File: config.mk
export PLATFORM = sky130hd
export DESIGN_NAME = coef_loader
export DESIGN_NICKNAME = d
export VERILOG_FILES = /design/src/rtl/coef_loader_pkg.sv /design/src/rtl/coef_seq.sv /design/src/rtl/coef_host_if.sv /design/src/rtl/coef_loader.sv
export SDC_FILE = /design/constraint.sdc
export NUM_CORES = 1
export LEC_CHECK = 0
export CORE_MARGIN = 2
export CORE_UTILIZATION = 25
export CTS_CLUSTER_SIZE = 40
export DETAILED_ROUTE_END_ITERATION = 10
export PLACE_DENSITY_LB_ADDON = 0.05
export SLEW_MARGIN = 20
export SYNTH_ARGS = -nofsm -noshare
export SYNTH_HDL_FRONTEND = slang
export SYNTH_SLANG_ARGS = --single-unit
File: constraint.sdc
create_clock -name clk_i -period 2.1 [get_ports clk_i]
set_input_delay 0.63 -clock clk_i [delete_from_list [all_inputs] [get_ports clk_i]]
set_output_delay 0.63 -clock clk_i [all_outputs]
set_load 0.01 [all_outputs]
File: src/rtl/coef_loader_pkg.sv
package coef_loader_pkg;
  typedef enum logic [2:0] {
    ST_MARK_RD,
    ST_MARK_CHK,
    ST_HI,
    ST_LO,
    ST_WR,
    ST_IDLE
  } ld_state_e;
endpackage

File: src/rtl/coef_seq.sv
module coef_seq
  import coef_loader_pkg::*;
#(
  parameter int FLASH_AW = 11,
  parameter int DATA_W   = 16,
  parameter int CH_N     = 4,
  parameter int WPC      = 64,
  parameter int PAGE_W   = 256,
  localparam int IDX_W   = $clog2(WPC),
  localparam int CH_W    = $clog2(CH_N),
  localparam int RAM_AW  = CH_W + IDX_W
) (
  input  logic                clk_i,
  input  logic                rst_ni,
  input  logic [DATA_W-1:0]   flash_rdata_i,
  output logic                seq_rd_o,
  output logic [FLASH_AW-1:0] seq_addr_o,
  output logic                seq_we_o,
  output logic [RAM_AW-1:0]   seq_waddr_o,
  output logic [2*DATA_W-1:0] seq_wdata_o,
  output logic                busy_o,
  output logic                done_o
);
  localparam int CUSTOM_OFS = 2 * PAGE_W;
  localparam int CH_SH      = $clog2(2 * WPC);
  localparam logic [RAM_AW-1:0] LAST = RAM_AW'(CH_N * WPC - 1);

  ld_state_e           state_q;
  logic [RAM_AW-1:0]   cnt_q;
  logic                custom_q;
  logic [DATA_W-1:0]   hi_q;
  logic                busy_q, done_q;
  logic [FLASH_AW-1:0] base_w, pair_w;
  logic [CH_W-1:0]     ch_w;
  logic [IDX_W-1:0]    idx_w;

  always_ff @(posedge clk_i or negedge rst_ni) begin
    if (!rst_ni) begin
      state_q  <= ST_MARK_RD;
      cnt_q    <= '0;
      custom_q <= 1'b0;
      hi_q     <= '0;
      busy_q   <= 1'b1;
      done_q   <= 1'b0;
    end else begin
      done_q <= 1'b0;
      unique case (state_q)
        ST_MARK_RD:  state_q <= ST_MARK_CHK;
        ST_MARK_CHK: begin
          custom_q <= |flash_rdata_i;
          state_q  <= ST_HI;
        end
        ST_HI: state_q <= ST_LO;
        ST_LO: begin
          hi_q    <= flash_rdata_i;
          state_q <= ST_WR;
        end
        ST_WR: begin
          cnt_q <= cnt_q + 1'b1;
          if (cnt_q == LAST) begin
            busy_q  <= 1'b0;
            done_q  <= 1'b1;
            state_q <= ST_IDLE;
          end else begin
            state_q <= ST_HI;
          end
        end
        default: state_q <= ST_IDLE;
      endcase
    end
  end

  assign ch_w   = cnt_q[RAM_AW-1:IDX_W];
  assign idx_w  = cnt_q[IDX_W-1:0];
  assign base_w = custom_q ? FLASH_AW'(CUSTOM_OFS) : '0;
  assign pair_w = base_w + (FLASH_AW'(ch_w) << CH_SH) + (FLASH_AW'(idx_w) << 1);

  always_comb begin
    seq_rd_o   = 1'b0;
    seq_addr_o = '0;
    unique case (state_q)
      ST_MARK_RD: begin seq_rd_o = 1'b1; seq_addr_o = FLASH_AW'(CUSTOM_OFS); end
      ST_HI:      begin seq_rd_o = 1'b1; seq_addr_o = pair_w; end
      ST_LO:      begin seq_rd_o = 1'b1; seq_addr_o = pair_w + 1'b1; end
      default:    ;
    endcase
  end

  assign seq_we_o    = (state_q == ST_WR);
  assign seq_waddr_o = cnt_q;
  assign seq_wdata_o = {hi_q, flash_rdata_i};
  assign busy_o      = busy_q;
  assign done_o      = done_q;
endmodule

File: src/rtl/coef_host_if.sv
module coef_host_if #(
  parameter int FLASH_AW = 11,
  parameter int DATA_W   = 16,
  parameter int RAM_AW   = 8
) (
  input  logic                clk_i,
  input  logic                rst_ni,
  input  logic                busy_i,
  input  logic                seq_rd_i,
  input  logic [FLASH_AW-1:0] seq_addr_i,
  input  logic                seq_we_i,
  input  logic [RAM_AW-1:0]   seq_waddr_i,
  input  logic [2*DATA_W-1:0] seq_wdata_i,
  input  logic [DATA_W-1:0]   flash_rdata_i,
  output logic                flash_rd_o,
  output logic [FLASH_AW-1:0] flash_addr_o,
  output logic                ram_we_o,
  output logic [RAM_AW-1:0]   ram_addr_o,
  output logic [2*DATA_W-1:0] ram_wdata_o,
  input  logic                host_din_we_i,
  input  logic [DATA_W-1:0]   host_din_i,
  output logic [DATA_W-1:0]   flash_din_o,
  input  logic                host_frd_i,
  input  logic [FLASH_AW-1:0] host_faddr_i,
  output logic [DATA_W-1:0]   dout_o,
  output logic                dout_valid_o,
  input  logic                host_ram_req_i,
  input  logic [RAM_AW-1:0]   host_ram_addr_i,
  input  logic [2*DATA_W-1:0] host_ram_wdata_i,
  output logic                host_ram_gnt_o
);
  logic [DATA_W-1:0] din_q, dout_q;
  logic              rd_pend_q;

  always_ff @(posedge clk_i or negedge rst_ni) begin
    if (!rst_ni) begin
      din_q     <= '0;
      dout_q    <= '0;
      rd_pend_q <= 1'b0;
    end else begin
      if (host_din_we_i && !busy_i) din_q <= host_din_i;
      rd_pend_q <= host_frd_i && !busy_i;
      if (rd_pend_q) dout_q <= flash_rdata_i;
    end
  end

  // sequencer owns both memory ports while loading
  assign flash_rd_o     = busy_i ? seq_rd_i   : host_frd_i;
  assign flash_addr_o   = busy_i ? seq_addr_i : host_faddr_i;
  assign host_ram_gnt_o = host_ram_req_i && !busy_i;
  assign ram_we_o       = busy_i ? seq_we_i    : host_ram_req_i;
  assign ram_addr_o     = busy_i ? seq_waddr_i : host_ram_addr_i;
  assign ram_wdata_o    = busy_i ? seq_wdata_i : host_ram_wdata_i;

  assign flash_din_o  = din_q;
  assign dout_o       = dout_q;
  assign dout_valid_o = !busy_i;
endmodule

File: src/rtl/coef_loader.sv
module coef_loader #(
  parameter int FLASH_AW = 11,
  parameter int DATA_W   = 16,
  parameter int CH_N     = 4,
  parameter int WPC      = 64,
  parameter int PAGE_W   = 256,
  localparam int RAM_AW  = $clog2(CH_N) + $clog2(WPC)
) (
  input  logic                clk_i,
  input  logic                rst_ni,
  output logic                flash_rd_o,
  output logic [FLASH_AW-1:0] flash_addr_o,
  input  logic [DATA_W-1:0]   flash_rdata_i,
  output logic                ram_we_o,
  output logic [RAM_AW-1:0]   ram_addr_o,
  output logic [2*DATA_W-1:0] ram_wdata_o,
  input  logic                host_din_we_i,
  input  logic [DATA_W-1:0]   host_din_i,
  output logic [DATA_W-1:0]   flash_din_o,
  input  logic                host_frd_i,
  input  logic [FLASH_AW-1:0] host_faddr_i,
  output logic [DATA_W-1:0]   dout_o,
  output logic                dout_valid_o,
  input  logic                host_ram_req_i,
  input  logic [RAM_AW-1:0]   host_ram_addr_i,
  input  logic [2*DATA_W-1:0] host_ram_wdata_i,
  output logic                host_ram_gnt_o,
  output logic                busy_o,
  output logic                done_o
);
  logic                seq_rd, seq_we;
  logic [FLASH_AW-1:0] seq_addr;
  logic [RAM_AW-1:0]   seq_waddr;
  logic [2*DATA_W-1:0] seq_wdata;

  coef_seq #(
    .FLASH_AW(FLASH_AW), .DATA_W(DATA_W), .CH_N(CH_N), .WPC(WPC), .PAGE_W(PAGE_W)
  ) u_seq (
    .clk_i        (clk_i),
    .rst_ni       (rst_ni),
    .flash_rdata_i(flash_rdata_i),
    .seq_rd_o     (seq_rd),
    .seq_addr_o   (seq_addr),
    .seq_we_o     (seq_we),
    .seq_waddr_o  (seq_waddr),
    .seq_wdata_o  (seq_wdata),
    .busy_o       (busy_o),
    .done_o       (done_o)
  );

  coef_host_if #(
    .FLASH_AW(FLASH_AW), .DATA_W(DATA_W), .RAM_AW(RAM_AW)
  ) u_host (
    .clk_i           (clk_i),
    .rst_ni          (rst_ni),
    .busy_i          (busy_o),
    .seq_rd_i        (seq_rd),
    .seq_addr_i      (seq_addr),
    .seq_we_i        (seq_we),
    .seq_waddr_i     (seq_waddr),
    .seq_wdata_i     (seq_wdata),
    .flash_rdata_i   (flash_rdata_i),
    .flash_rd_o      (flash_rd_o),
    .flash_addr_o    (flash_addr_o),
    .ram_we_o        (ram_we_o),
    .ram_addr_o      (ram_addr_o),
    .ram_wdata_o     (ram_wdata_o),
    .host_din_we_i   (host_din_we_i),
    .host_din_i      (host_din_i),
    .flash_din_o     (flash_din_o),
    .host_frd_i      (host_frd_i),
    .host_faddr_i    (host_faddr_i),
    .dout_o          (dout_o),
    .dout_valid_o    (dout_valid_o),
    .host_ram_req_i  (host_ram_req_i),
    .host_ram_addr_i (host_ram_addr_i),
    .host_ram_wdata_i(host_ram_wdata_i),
    .host_ram_gnt_o  (host_ram_gnt_o)
  );
endmodule

* Yosys cells after proc, flatten, opt, wreduce, memory -nomap -nowiden
Index checks and enable logic that the tools add are counted.
** Cells by class
- $add $sub $neg :: 4
- Equality and inequality tests :: 5
- Multiplexer cells :: 12
- Reduce and logical (&&, ||, !) cells :: 8
** Operators with widths (number)
- $pmux 11 s3 :: 1
- $mux 32 :: 1
- $reduce_or 16->1 :: 1
- $pmux 3 s5 :: 1
- $add 11x1->11 const B :: 1
- $add 11x7->11 :: 1
- $add 11x9->11 :: 1
- $mux 11 :: 1
- $mux 10 :: 1
- $add 8x1->8 const B :: 1
- $eq 8x8->1 const B :: 1
- $mux 8 :: 1
- $eq 3x2->1 const B :: 2
- $mux 1 :: 5
- $eq 3x1->1 const B :: 1
- $eq 3x3->1 const B :: 1
- $logic_and 1x1->1 :: 3
- $logic_not 3->1 :: 1
- $mux 3 :: 1
- $reduce_or 3->1 :: 1
- $reduce_and 2->1 :: 1
- $logic_not 1->1 :: 1
** Storage, ports and cells
- Bits in registers :: 63
- Output and inout port bits :: 89
- Word-level logic and storage cells :: 38

* Logic depth before layout (Yosys ltp)
- Word-level depth :: 6
- Depth in mapped cells :: 5

* Cells and area by module
From an unflattened synthesis, not the netlist that was laid out.
** Unflattened totals
- Cells, all modules :: 257
- Area total of the unflattened synthesis :: 3385.7 µm²
** Modules (own cells, without submodules)
- coef_host_if :: times used 1, cells each 132, area each 1925.6 µm²
- coef_seq :: times used 1, cells each 125, area each 1460.2 µm²

* Worst setup path before layout
No wires, ideal clock.
- Path type :: flip-flop to output port
- Start :: reg u_seq.busy_q (netlist: u_seq.busy_o)
- End :: out ram_wdata_o[0]
- Data arrival time :: 1.458 ns
- Required time :: 1.470 ns
- Slack :: 0.012 ns
- Stages on the path, launching flop included :: 4
- Buffers on the path :: 2
- Cell sequence :: dfstp_2 > buf_2 > buf_1 > mux2_2
** On the way
- Word-level cells in the longest chain between the ends :: 1
** RTL lines
- start: declaration :: RTL line coef_seq.sv:32 : logic busy_q, done_q;
- start signal: assignment :: RTL line coef_seq.sv:43 : busy_q <= 1'b1;
- start signal: assignment :: RTL line coef_seq.sv:61 : busy_q <= 1'b0;
- $mux 32 :: RTL line coef_host_if.sv:53 : assign ram_wdata_o = busy_i ? seq_wdata_i : host_ram_wdata_i;
- end: declaration :: RTL line coef_loader.sv:16 : output logic [2*DATA_W-1:0] ram_wdata_o,
Every way passes these cells.

* Worst setup path in the final report
- Start :: reg u_seq.busy_q (netlist: u_seq.busy_o)
- End :: out ram_wdata_o[26]
Same word-level chain as after synthesis.

==> flow_summary.yaml <==
status:
  outcome: "complete, but fails checks"
  violations: "negative setup slack"
timing:
  finalCritPeriodShare_pct: 111
  rsz0062_at_grt: "true"
  final_hold_viol_count: 0
  tightest_slew_ps: 498
  fmax_mhz: 430
  fin_ws_ps: -228
  relSlewSlack_pct: 66.8
  finalMaxSlewViolations: 0
  layout_min_cycle_time_ps: 2330
  clock_skew_ps: 5.91
  setup_viol: 50
  setup-tns-final_ps: -7380
worst_setup_path:
  r2r_slack_ps: 450
  cp_max_fo: 7
  critPathCaptureType: "output pin"
  worst_ep_required_time_ps: 1470
  cp-start-kind: "register"
  r2r_cells: 6
  cp.arrival_ps: 1700
  crit_type: "reg2out"
clock_tree:
  worstSkewPairLatency_ps: 330
  clkTransAtPathRegs_ps: 50
  htree_levels: 3
  cts_buffer_depth: 2
  cts_root_buf: "clkbuf_16"
  hold_buffers: 0
  numCtsBuffers: 9
  cts_tree: "built"
  clock-sinks: 63
layout:
  antennaDiodeCount: 0
  drive_gt1_share_pct: 47.6
  final_cell_mix: "119 x clkdlybuf4s50_1, 62 x dfrtp_1, 49 x mux2_2"
  final_common_cell: "clkdlybuf4s50_1"
  finalNonFillerCells: 641
  layout.nets: 557
  area_growth_pct: 93.1
synth:
  ys_seq_elements: 63
  async_reset_ff_share_pct: 100
  ys_seq_area_share_pct: 50.9
  syn_area_um2: 3100
  syn_inst: 246
  yosys_warnings: 0
  synth_edf_count: 0
  syn_nets: 335
  ys.flop_type: "dfrtp_1"
  synth.avg_cell_area_um2: 12.6
  synth.distinct_cells: 31
grt:
  met3_usage_pct: 5.96
  grt_util_all_layers_pct: 15.7
  use_met2_pct: 26.8
  grt_pass1_vias: 2932
  grt_pass1_wl_mm: 15.6
  antenna_found_initial: 0
  grt.overflow.total: 0
  met1_usage_pct: 18.1
  grt_max_degree: 37
  gr-max-usage-layer: "met2"
placement:
  dpl.hpwl_mm: 6.96
  dp_slack_ps: -436
  port_buffers: 176
  dp_cells: 606
  place_congestion: 0.757
run:
  max_cap_viol_count: 0
die:
  initial_core_util_pct: 25.7
  ios: 177
  dieWidth_um: 115
  die_y_um: 115
  core_um2: 12100
  dieArea_um2: 13300
  rows: 40
routing:
  routed-via-count: 2786
  wl_per_cell_um: 16.0
  drt_iter0_markers: 49
  drt.antenna.violating_nets: 0
  wl_mm: 10.3
  viasPerCell: 4.35
  drc: 0
  drtPass1Iterations: 4
pwr:
  power_density_nw_per_um2: 587
  p_leak_nw: 2.67
  ir_drop_mv: 0.295
hold_path:
  hold_path.class: "in2async"
## final cells by class
class                           count  area (um^2)
Inverter                            9         37.5
Sequential cell                    63         1580
Clock buffer                       10          239
Tap cell                          168          210
Timing Repair Buffer              226         2210
Multi-Input combinational cell    159         1640
Clock inverter                      6         60.1
Fill cell                        1118         6080
## critical path, cell delays in order (launching register included)
cell and delay [ps]:
dfstp_2 580, buf_6 120, buf_6 120, buf_16 130, mux2_4 300, buf_6 120
## cells in the mapped netlist, drive strengths merged, types with 2 or more instances
cell     count  area share, %
nand4        3           0.61
nor4         6            1.7
nor3         2           0.32
nand2       18            2.2
a21oi        4           0.65
dfrtp       62             50
nand2b       2           0.40
inv          9            1.1
and2b        3           0.73
mux2        81             29
xnor2        4            1.1
nor2b        4           0.81
xor2         3           0.85
o2bb2ai      9            2.5
nor2         2           0.24
o21ai        9            1.5
buf         11            2.1
clkbuf       4           0.48
nor3b        2           0.48
## through the flow
step                utilization, %  hold WS, ps  cell area, um^2  total power, mW
detailed placement            43.6          492             5260             2.04
global placement              43.6          486             5260             2.03
floorplan                        -          334             3100             1.55
CTS                           49.4          284             5960             3.57
global route                  49.6          292             5980             3.69
finish                        49.6          269             5980             3.51
## logic make-up (layout without fill, tap and decap cells)
| family | after synthesis | after routing | synth area share (%) |
|---|---|---|---|
| xor+xnor | 7 | 7 | 1.98 |
| flops | 63 | 63 | 50.9 |
| compound gates | 25 | 25 | 5.41 |
| simple gates | 45 | 45 | 8.12 |
| mux | 81 | 81 | 29.5 |
| fa+ha+maj | 1 | 1 | 0.404 |
| buf+inv | 24 | 251 | 3.68 |
## final timing paths
path                                    from                    end
max in group asynchronous             rst_ni  u_host.flash_din_o[2]
hold reg to reg            u_host.dout_o[15]      u_host.dout_o[15]
min in group clk_i         u_host.dout_o[15]      u_host.dout_o[15]
setup reg to reg                u_seq.busy_o  u_host.flash_din_o[9]
hold / removal                        rst_ni   u_seq.seq_waddr_o[5]
setup / recovery                u_seq.busy_o        ram_wdata_o[26]
## where the power goes
| group | leakage (nW) | switching [mW] | total [mW] | internal [mW] |
|---|---|---|---|---|
| Clock | 0.144 | 0.542 | 1.49 | 0.944 |
| Combinational | 1.79 | 0.231 | 0.694 | 0.463 |
| Sequential | 0.737 | 0.0383 | 1.33 | 1.29 |
| Total | 2.67 | 0.811 | 3.51 | 2.70 |
## registers in the layout, indices dropped and copies added, names as in the netlist
signal              count
u_host.dout_o          16
u_host.flash_din_o     16
u_seq.hi_q             16
u_seq.seq_waddr_o       8
u_seq.state_q           3
u_host.rd_pend_q        1
u_seq.busy_o            1
u_seq.custom_q          1
u_seq.done_o            1
## repair_timing
action / in CTS / in global routing
gates cloned: 6 / 1
buffers inserted: 13 / 4
resized for setup: 326 / 26
pin swaps: 1 / 4
setup endpoints to repair: 56 / 55
## routing by layer
layer / wire length (um) / part of all wire [%]
met4: 69 / 0.67
met2: 5230 / 51
met3: 733 / 7.2
met1: 4220 / 41
met5: 0 / 0
Note: power is estimated with default switching activity, not from simulation.
